==> config.mk <==
export PLATFORM = sky130hd
export DESIGN_NAME = sha_sched_serial
export DESIGN_NICKNAME = d
export VERILOG_FILES = /design/src/rtl/sha_sched_pkg.sv /design/src/rtl/serial_add.sv /design/src/rtl/sha_sched_ctrl.sv /design/src/rtl/sha_sched_dp.sv /design/src/rtl/sha_sched_serial.sv
export SDC_FILE = /design/constraint.sdc
export NUM_CORES = 1
export LEC_CHECK = 0
export CORE_UTILIZATION = 45
export CTS_CLUSTER_DIAMETER = 50
export DETAILED_ROUTE_END_ITERATION = 12
export DONT_BUFFER_PORTS = 1
export PLACE_DENSITY = 0.6
export SYNTH_ARGS = -nofsm -noshare
export SYNTH_HDL_FRONTEND = slang
export SYNTH_SLANG_ARGS = --single-unit
==> constraint.sdc <==
create_clock -name clk -period 2 [get_ports clk]
set_clock_uncertainty 0.05 [all_clocks]
set_input_delay 0.4 -clock clk [delete_from_list [all_inputs] [get_ports clk]]
set_output_delay 0.4 -clock clk [all_outputs]
set_load 0.01 [all_outputs]
==> src/rtl/sha_sched_pkg.sv <==
`timescale 1ns/1ps
package sha_sched_pkg;
  localparam int WORD_BITS = 32;
  localparam int BIT_CNT_W = $clog2(WORD_BITS);
  // clocks from history taps to the stream: two registered adder levels
  localparam int ADD_LAT   = 2;

  // word ages of the four operands
  localparam int AGE_S1 = 2;
  localparam int AGE_P1 = 7;
  localparam int AGE_S0 = 15;
  localparam int AGE_P2 = 16;

  // small sigma on the older operand
  localparam int S0_ROT_A = 7;
  localparam int S0_ROT_B = 18;
  localparam int S0_SHR   = 3;
  // small sigma on the newer operand
  localparam int S1_ROT_A = 17;
  localparam int S1_ROT_B = 19;
  localparam int S1_SHR   = 10;

  typedef struct packed {
    logic                 active;     // stream slot belongs to a block
    logic                 load;       // slot is in the pass-through words
    logic                 wordStart;  // slot carries bit 0 of a word
    logic                 firstA;     // first-level adders see operand bit 0
    logic                 firstC;     // final adder sees operand bit 0
    logic [BIT_CNT_W-1:0] tgtBit;     // bit index the taps are aimed at
  } ctrl_t;
endpackage

==> src/rtl/serial_add.sv <==
`timescale 1ns/1ps
module serial_add (
  input  logic clk,
  input  logic rstN,
  input  logic clr,
  input  logic a,
  input  logic b,
  output logic sumQ
);
  logic carryQ;
  logic cin;

  assign cin = clr ? 1'b0 : carryQ;

  always_ff @(posedge clk or negedge rstN) begin
    if (!rstN) begin
      sumQ   <= 1'b0;
      carryQ <= 1'b0;
    end else begin
      sumQ   <= a ^ b ^ cin;
      carryQ <= (a & b) | (a & cin) | (b & cin);
    end
  end
endmodule

==> src/rtl/sha_sched_ctrl.sv <==
`timescale 1ns/1ps
module sha_sched_ctrl
  import sha_sched_pkg::*;
#(
  parameter int NUM_WORDS  = 64,
  parameter int LOAD_WORDS = 16
) (
  input  logic  clk,
  input  logic  rstN,
  input  logic  inStart,
  input  logic  inLoad,
  output ctrl_t ctrl
);
  localparam int WCNT_W = $clog2(NUM_WORDS);

  logic                 busy;
  logic [BIT_CNT_W-1:0] bitCnt, curBit;
  logic [WCNT_W-1:0]    wordCnt, curWord;
  logic                 blockStart, lastBit, lastWord;
  int                   tgtSum;

  always_comb begin
    blockStart = inStart && inLoad && !busy;
    curBit     = blockStart ? '0 : bitCnt;
    curWord    = blockStart ? '0 : wordCnt;
    lastBit    = curBit == BIT_CNT_W'(WORD_BITS - 1);
    lastWord   = curWord == WCNT_W'(NUM_WORDS - 1);
    tgtSum     = int'(curBit) + ADD_LAT;
    if (tgtSum >= WORD_BITS) tgtSum = tgtSum - WORD_BITS;

    ctrl.active    = blockStart || busy;
    ctrl.load      = ctrl.active && (curWord < WCNT_W'(LOAD_WORDS));
    ctrl.wordStart = ctrl.active && (curBit == '0);
    ctrl.firstA    = curBit == BIT_CNT_W'(WORD_BITS - ADD_LAT);
    ctrl.firstC    = curBit == BIT_CNT_W'(WORD_BITS - ADD_LAT + 1);
    ctrl.tgtBit    = BIT_CNT_W'(tgtSum);
  end

  always_ff @(posedge clk or negedge rstN) begin
    if (!rstN) begin
      busy    <= 1'b0;
      bitCnt  <= '0;
      wordCnt <= '0;
    end else if (ctrl.active) begin
      bitCnt  <= lastBit ? '0 : curBit + 1'b1;
      wordCnt <= lastBit ? (lastWord ? '0 : curWord + 1'b1) : curWord;
      busy    <= !(lastBit && lastWord);
    end
  end
endmodule

==> src/rtl/sha_sched_dp.sv <==
`timescale 1ns/1ps
module sha_sched_dp
  import sha_sched_pkg::*;
#(
  parameter int HIST_WORDS = 16
) (
  input  logic  clk,
  input  logic  rstN,
  input  logic  inBit,
  input  ctrl_t ctrl,
  output logic  outBit,
  output logic  outStart
);
  localparam int HIST_W     = HIST_WORDS * WORD_BITS;
  localparam int HIST_IDX_W = $clog2(HIST_W);

  logic [HIST_W-1:0] hist;   // hist[k] = stream bit from k+1 clocks ago
  logic streamBit;
  logic s1Bit, p1Bit, s0Bit, p2Bit;
  logic sumA, sumB, sumC;

  // Bit (tgt+amt) of the word 'age' words older than the one being formed.
  function automatic logic tapBit(input logic [HIST_W-1:0] h, input int age,
                                  input int amt, input logic isShift, input int tgt);
    int idx;
    if (tgt + amt < WORD_BITS) begin
      idx = age * WORD_BITS - amt - ADD_LAT - 1;
    end else if (isShift) begin
      return 1'b0;
    end else begin
      idx = age * WORD_BITS + WORD_BITS - amt - ADD_LAT - 1;
    end
    return h[HIST_IDX_W'(idx)];
  endfunction

  always_comb begin
    int tgt;
    tgt   = int'(ctrl.tgtBit);
    s1Bit = tapBit(hist, AGE_S1, S1_ROT_A, 1'b0, tgt) ^
            tapBit(hist, AGE_S1, S1_ROT_B, 1'b0, tgt) ^
            tapBit(hist, AGE_S1, S1_SHR,   1'b1, tgt);
    p1Bit = tapBit(hist, AGE_P1, 0, 1'b0, tgt);
    s0Bit = tapBit(hist, AGE_S0, S0_ROT_A, 1'b0, tgt) ^
            tapBit(hist, AGE_S0, S0_ROT_B, 1'b0, tgt) ^
            tapBit(hist, AGE_S0, S0_SHR,   1'b1, tgt);
    p2Bit = tapBit(hist, AGE_P2, 0, 1'b0, tgt);
  end

  serial_add uAddA (.clk(clk), .rstN(rstN), .clr(ctrl.firstA), .a(s1Bit), .b(p1Bit), .sumQ(sumA));
  serial_add uAddB (.clk(clk), .rstN(rstN), .clr(ctrl.firstA), .a(s0Bit), .b(p2Bit), .sumQ(sumB));
  serial_add uAddC (.clk(clk), .rstN(rstN), .clr(ctrl.firstC), .a(sumA),  .b(sumB),  .sumQ(sumC));

  assign streamBit = !ctrl.active ? 1'b0 : (ctrl.load ? inBit : sumC);

  always_ff @(posedge clk or negedge rstN) begin
    if (!rstN) begin
      hist     <= '0;
      outBit   <= 1'b0;
      outStart <= 1'b0;
    end else begin
      hist     <= {hist[HIST_W-2:0], streamBit};
      outBit   <= streamBit;
      outStart <= ctrl.wordStart;
    end
  end
endmodule

==> src/rtl/sha_sched_serial.sv <==
`timescale 1ns/1ps
module sha_sched_serial
  import sha_sched_pkg::*;
#(
  parameter int NUM_WORDS  = 64,
  parameter int LOAD_WORDS = 16
) (
  input  logic clk,
  input  logic rstN,
  input  logic inBit,
  input  logic inStart,
  input  logic inLoad,
  output logic outBit,
  output logic outStart
);
  ctrl_t ctrl;

  sha_sched_ctrl #(.NUM_WORDS(NUM_WORDS), .LOAD_WORDS(LOAD_WORDS)) uCtrl (
    .clk(clk), .rstN(rstN), .inStart(inStart), .inLoad(inLoad), .ctrl(ctrl));

  sha_sched_dp #(.HIST_WORDS(LOAD_WORDS)) uDp (
    .clk(clk), .rstN(rstN), .inBit(inBit), .ctrl(ctrl),
    .outBit(outBit), .outStart(outStart));
endmodule

# Word level (Yosys, flattened, before mapping)
# Index checks and enable logic that the tools add are counted.
classes:
  reduce_logical: 9
  n_addsub: 10
  bitwise_logic: 25
  n_lt_le_gt_ge: 17
  n_eq_ne: 3
  n_mux: 45
ops:
  columns: ["op", "count"]
  rows:
  - ["< comparator 32 x 7 -> 1 bit, second input constant", 6]
  - ["binary-select mux 1 bit (select 9 bit)", 8]
  - ["2-to-1 mux 6 bit", 7]
  - ["2-to-1 mux 1 bit", 23]
  - ["< comparator 7 x 11 -> 1 bit, second input constant", 2]
  - ["< comparator 9 x 11 -> 1 bit, second input constant", 2]
  - ["< comparator 7 x 10 -> 1 bit, second input constant", 2]
  - ["adder 5 x 5 -> 6 bit, second input constant", 3]
  - ["2-to-1 mux 9 bit", 2]
  - ["2-to-1 mux 5 bit", 3]
  - ["2-to-1 mux 7 bit", 2]
  - ["adder 5 x 2 -> 6 bit, second input constant", 2]
  - ["== test 5 bit, second input constant", 2]
  - ["< comparator 6 x 10 -> 1 bit, second input constant", 1]
  - ["< comparator 8 x 10 -> 1 bit, second input constant", 1]
  - ["bitwise XOR 1 bit", 10]
  - ["bitwise AND 1 bit", 9]
  - ["adder 5 x 3 -> 6 bit, second input constant", 1]
  - ["adder 5 x 4 -> 6 bit, second input constant", 1]
  - ["adder 6 x 1 -> 6 bit, second input constant", 1]
  - ["== test 6 bit, second input constant", 1]
  - [">= comparator 6 bit, second input constant", 1]
  - ["< comparator 5 x 6 -> 1 bit, second input constant", 1]
  - ["< comparator 6 x 5 -> 1 bit, second input constant", 1]
  - ["other kinds (7)", 17]
totals:
  output_inout_bits: 2
  word_cells: 121
  in_bits: 5
  regBits: 532

# Longest topological paths before layout
logic_depth:
  word_depth: 17
  mapped_depth: 9

# Cells and area by module
# Synthesis repeated with hierarchy kept, for this count alone.
hier_totals:
  hier_cells: 638
  hier_area_um2: 13942.1
by_module_without_submodules:
  columns: ["mod", "area_per_inst_um2", "instances", "cells_each", "seq_area_each_um2"]
  rows:
  - ["sha_sched_dp", 12916.1, 1, 528, 12787.3]
  - ["sha_sched_ctrl", 752.0, 1, 86, 300.3]
  - ["serial_add", 91.3, 3, 8, 50.0]

# Worst setup path after synthesis
# Ideal clock, no wire load.
synth_timing:
  kind: "in2reg"
  start: "input port inStart"
  end: "register uDp.uAddC.sumQ"
  setup_ns: 0.114
  required_ns: 1.836
  path_stages: 8
  setup_slack_ns: -0.068
  arrival_time_ns: 1.904
  cell_sequence: "nand2_1 nor2_1 nor3_1 ha_1 clkbuf_1 nand2b_1 fa_1 inv_1"
synth_between:
  elab_chain_cells: 6
synth_lines:
  columns: ["item", "line", "source"]
  rows:
  - ["from (decl)", "sha_sched_serial.sv:11", "input logic inStart,"]
  - ["logical AND 1 bit (2 in series)", "sha_sched_ctrl.sv:23", "blockStart = inStart && inLoad && !busy;"]
  - ["2-to-1 mux 5 bit", "sha_sched_ctrl.sv:24", "curBit = blockStart ? '0 : bitCnt;"]
  - ["== test 5 bit", "sha_sched_ctrl.sv:35", "ctrl.firstC = curBit == BIT_CNT_W'(WORD_BITS - ADD_LAT + 1);"]
  - ["2-to-1 mux 1 bit", "serial_add.sv:13", "assign cin = clr ? 1'b0 : carryQ;"]
  - ["bitwise XOR 1 bit", "serial_add.sv:20", "sumQ <= a ^ b ^ cin;"]
  - ["to (signal assigned)", "serial_add.sv:20", null]
  - ["to (decl)", "serial_add.sv:8", "output logic sumQ"]
# Every way passes these cells.
# A chain may end at the register's enable or synchronous reset.

# Worst setup path after layout
layout_timing:
  start: "register uCtrl.bitCnt[1]"
  end: "register uDp.uAddA.sumQ"
layout_between:
  elab_chain_cells: 14
layout_lines:
  columns: ["item", "line", "source"]
  rows:
  - ["from (decl)", "sha_sched_ctrl.sv:17", "logic [BIT_CNT_W-1:0] bitCnt, curBit;"]
  - ["from (signal assigned)", "sha_sched_ctrl.sv:45", "bitCnt <= lastBit ? '0 : curBit + 1'b1;"]
  - ["2-to-1 mux 5 bit *", "sha_sched_ctrl.sv:24", null]
  - ["adder 5 x 2 -> 6 bit", "sha_sched_ctrl.sv:28", "tgtSum = int'(curBit) + ADD_LAT;"]
  - ["subtractor 5 x 1 -> 5 bit / >= comparator 6 bit (equally long branches)", "sha_sched_ctrl.sv:29", "if (tgtSum >= WORD_BITS) tgtSum = tgtSum - WORD_BITS;"]
  - ["2-to-1 mux 5 bit", "sha_sched_ctrl.sv:29", null]
  - ["adder 5 x 5 -> 6 bit / adder 5 x 4 -> 6 bit (equally long branches)", "sha_sched_dp.sv:26", "if (tgt + amt < WORD_BITS) begin"]
  - ["< comparator 32 x 7 -> 1 bit", "sha_sched_dp.sv:26", null]
  - ["2-to-1 mux 7 bit / 2-to-1 mux 6 bit (equally long branches)", "sha_sched_dp.sv:26", null]
  - ["binary-select mux 1 bit (select 9 bit)", "sha_sched_dp.sv:33", "return h[HIST_IDX_W'(idx)];"]
  - ["2-to-1 mux 1 bit (not written as such) (2 in series)", "sha_sched_dp.sv:33", null]
  - ["bitwise XOR 1 bit / 2-to-1 mux 1 bit (equally long branches)", "sha_sched_dp.sv:39, sha_sched_dp.sv:33", null]
  - ["bitwise XOR 1 bit", "sha_sched_dp.sv:40", "tapBit(hist, AGE_S1, S1_ROT_B, 1'b0, tgt) ^"]
  - ["bitwise XOR 1 bit", "serial_add.sv:20", null]
  - ["bitwise XOR 1 bit *", "serial_add.sv:20", null]
  - ["to (signal assigned)", "serial_add.sv:20", null]
  - ["to (decl)", "serial_add.sv:8", null]
# Every way passes the cells marked *; elsewhere a longest branch is shown, timed or not. The select of a mux whose other input is x is not followed.

==> flow_summary_export.csv <==
group,metric,value,unit
placed_design,dp_cells,1031,
floorplan,io_pins,7,
finish,antenna_cells,0,
cts,root_buffer,"clkbuf_16",
synth,synth_edf_count,0,
pwr,p_sw,0.00402,W
detailed_routing,drcViolationCount,0,
pwr,power.leakage,8.39,nW
pwr,p_comb_share,3.0,%
timing,post-route-period-util,107,%
detailed_routing,drtIter0Drc,334,
timing,setup_viol,2,
synth,ys_types,41,
synth,synth_area,13900,µm²
timing,worst_pin_slew,873,ps
job,cap_violations,0,
pwr,seqPwrFrac,53.9,%
worst_setup_path,criticalPathCategory,"flop to flop",
synth,synthTopCellsByArea,"dfrtp_1 95%, nand2_1 0.51%, fa_1 0.43%",
cts,numCtsBuffers,47,
cts,h-tree-depth,2,
timing,final_hold_viol_count,529,
synth,synth-async-reset-ratio,100,%
timing,timing.slew.headroom,41.8,%
grt,grt_pass1_wl,29200,µm
grt,grt_use_met3,3.15,%
timing,whs,-464,ps
cts,cts.sinks,529,
placed_design,port_buffers,0,
floorplan,row_count,64,
hold_path,min_path_type,"primary input to asynchronous set/reset pin",
synth,synth_nets,643,
status,status,"finished, violations left",
finish,fill_cells,2248,
finish,fin_cells,1121,
cts,clk_path_buf_depth,3,
synth,ys_seq_elements,529,
pwr,sw_frac_of_total,19.8,%
synth,netlist_instances,632,
pwr,internal_power,0.0163,W
grt,grt-busiest-layer,"met1",
synth,avgSynthCellArea,22.0,µm²
worst_setup_path,regToRegSetupSlack,-150,ps
synth,yosysWarningCount,0,
detailed_routing,wl_per_cell,15.6,µm
grt,grt_pass1_vias,5453,
cts,cts_tree,"yes",
finish,drive_above_1_share,13.4,%
floorplan,design.die.area,31600,µm²
floorplan,start_util,45.6,%
detailed_routing,first_pass_iters,4,
floorplan,die_y,178,µm
worst_setup_path,crit_arrival,2510,ps
grt,grt_use_met1,18.3,%
floorplan,fp.dieW,178,µm
finish,syn2layout_area_growth,15.4,%
worst_setup_path,crit_fanout,2,
grt,met2_usage,16.1,%
detailed_routing,drt-total-wl,17500,µm
synth,synth_area_leader_cell,"dfrtp_1",
detailed_routing,vias,4921,
floorplan,fp.coreArea,30500,µm²
detailed_routing,drt.antenna.violating_nets,0,
grt,antenna_found_initial,0,
timing,rsz0062_at_grt,"true",
timing,maxSlewViolCount,0,
pwr,p_per_area,1270,nW/µm²
timing,period_minus_slack,2150,ps
detailed_routing,via_per_inst,4.39,
pwr,peakVddDrop,0.000623,V
cts,clkSlewWorstSetupHoldPaths,70,ps
synth,synth_top_area_share,95.1,%
worst_setup_path,required,2360,ps
cts,clkLatencyLatePin,530,ps
synth,synthFlopType,"dfrtp_1",
finish,fin_util,52.7,%
cts,cts_hold_buf,1,
worst_setup_path,start_kind,"flop",
finish,regArea,13200,µm²
status,violations,"hold timing, setup timing",
pwr,clock_power_share,43.1,%
placed_design,gp_congestion,0.837,
grt,grt_max_degree,530,
placed_design,dp_hpwl,7090,µm
timing,clock.fmax,466,MHz
worst_setup_path,cp-end-kind,"flop",
finish,nets,700,
grt,track_usage,11.8,%
placed_design,place_ws,-204,ps
synth,yosysSeqAreaShare,95.1,%
grt,grt.overflow.total,0,
finish,multi_input_area,634,µm²
timing,fin_ws,-146,ps
[cell families after synthesis]
logic type / share of synthesized area [%]
buffers and inverters: 0.548
adders and majority gates: 0.701
muxes: 0.440
and+or+nand+nor: 1.63
AOI/OAI and AO/OA: 1.36
DFF: 95.1
xor gates and xnor gates: 0.252
[metal layers]
layer  up-vias  wire, µm
met5         -         0
met4         0       384
met3        43       781
met2       101      7500
met1      2660      8830
li1       2117         -
[final timing paths]
path,endpoint,start,cells past startpoint
worst max-delay path,uDp.uAddA.sumQ,uCtrl.bitCnt[1],6
worst min-delay path,uDp.hist[335],rstN,0
worst max register to register,uDp.uAddA.sumQ,uCtrl.bitCnt[1],6
worst min register to register,uDp.hist[74],uDp.hist[73],0
max in group asynchronous,uDp.hist[149],rstN,0
min in group clk,uDp.hist[0],inBit,2
[power groups by stage]
stage / Sequential (W) / Clock, W / Combinational [W]
final: 0.0110 / 0.00877 / 0.000609
after global routing: 0.0110 / 0.00956 / 0.000674
after floorplan: 0.0111 / 0 / 0.000459
after CTS: 0.0110 / 0.00908 / 0.000560
after global placement: 0.0112 / 0 / 0.000466
after detailed placement: 0.0112 / 0 / 0.000523
[timing repair]
action	in CTS	in global routing
setup buffers	3	1
cloned	0	0
endpoints found under the setup margin	4	4
hold endpoints to repair	530	529
gates resized for setup	4	8
pin swaps	2	5
[synth_stat cells (2+ instances only)]
cell and instances:
clkbuf_1 2, nor2_1 6, ha_1 3, a21oi_1 7
a31oi_1 3, fa_1 3, and2_1 2, nand2b_1 3
o21ai_0 5, inv_1 9, xor2_1 3, mux2i_1 5
nand3_1 4, nand4_1 3, buf_6 2, dfrtp_1 529
nand2_1 19
[state kept, by name, indices dropped and copies added (netlist names)]
| register | count |
|---|---|
| uDp.uAddB.sumQ | 1 |
| uDp.uAddA.sumQ | 1 |
| uCtrl.bitCnt | 5 |
| uDp.hist | 510 |
| uCtrl.busy | 1 |
| uDp.uAddC.carryQ | 1 |
| uDp.uAddC.sumQ | 1 |
| uDp.outStart | 1 |
| uDp.uAddB.carryQ | 1 |
| uCtrl.wordCnt | 6 |
| uDp.uAddA.carryQ | 1 |
[layout make-up]
cell class / instances / area share, %
sequential: 529 / 82.4
clock buffer: 70 / 8.62
multi-input combinational: 88 / 3.95
tap: 396 / 3.08
clock inverter: 15 / 1.01
timing repair buffer: 14 / 0.717
inverter: 9 / 0.210
[cells in the final DEF, fill, tap and decap left out, types with 3 or more instances in the layout]
cell	count
dfrtp_1	528
clkbuf_16	49
nand2_1	18
clkbuf_1	13
buf_4	11
inv_1	9
clkinv_2	9
clkbuf_8	8
a21oi_1	7
nor2_1	5
mux2i_1	5
o21ai_0	4
nand3_1	4
nand4_1	3
xor2_1	3
nand2b_1	3
a31oi_1	3
fa_1	3
bufinv_16	3
[worst max-delay path, cell delays in order (launching register included)]
cell      delay (ps)
dfrtp_2          400
o211a_1          240
o211ai_2         160
mux2i_1          260
xor2_1           280
xnor2_1          190
fa_1             440
[metrics by stage]
step / power, W / hold WS [ps] / cell area, µm² / setup TNS [ps]
2_1_floorplan: 0.0116 / 54.4 / 13900 / 0
3_3_place_gp: 0.0116 / 78.8 / 14400 / -3.82
3_5_place_dp: 0.0117 / 76.9 / 14400 / -518
4_1_cts: 0.0206 / -486 / 16000 / -119
5_1_grt: 0.0212 / -499 / 16100 / -234
6_report: 0.0204 / -464 / 16100 / -179
Note: power is estimated with default switching activity, not from simulation.
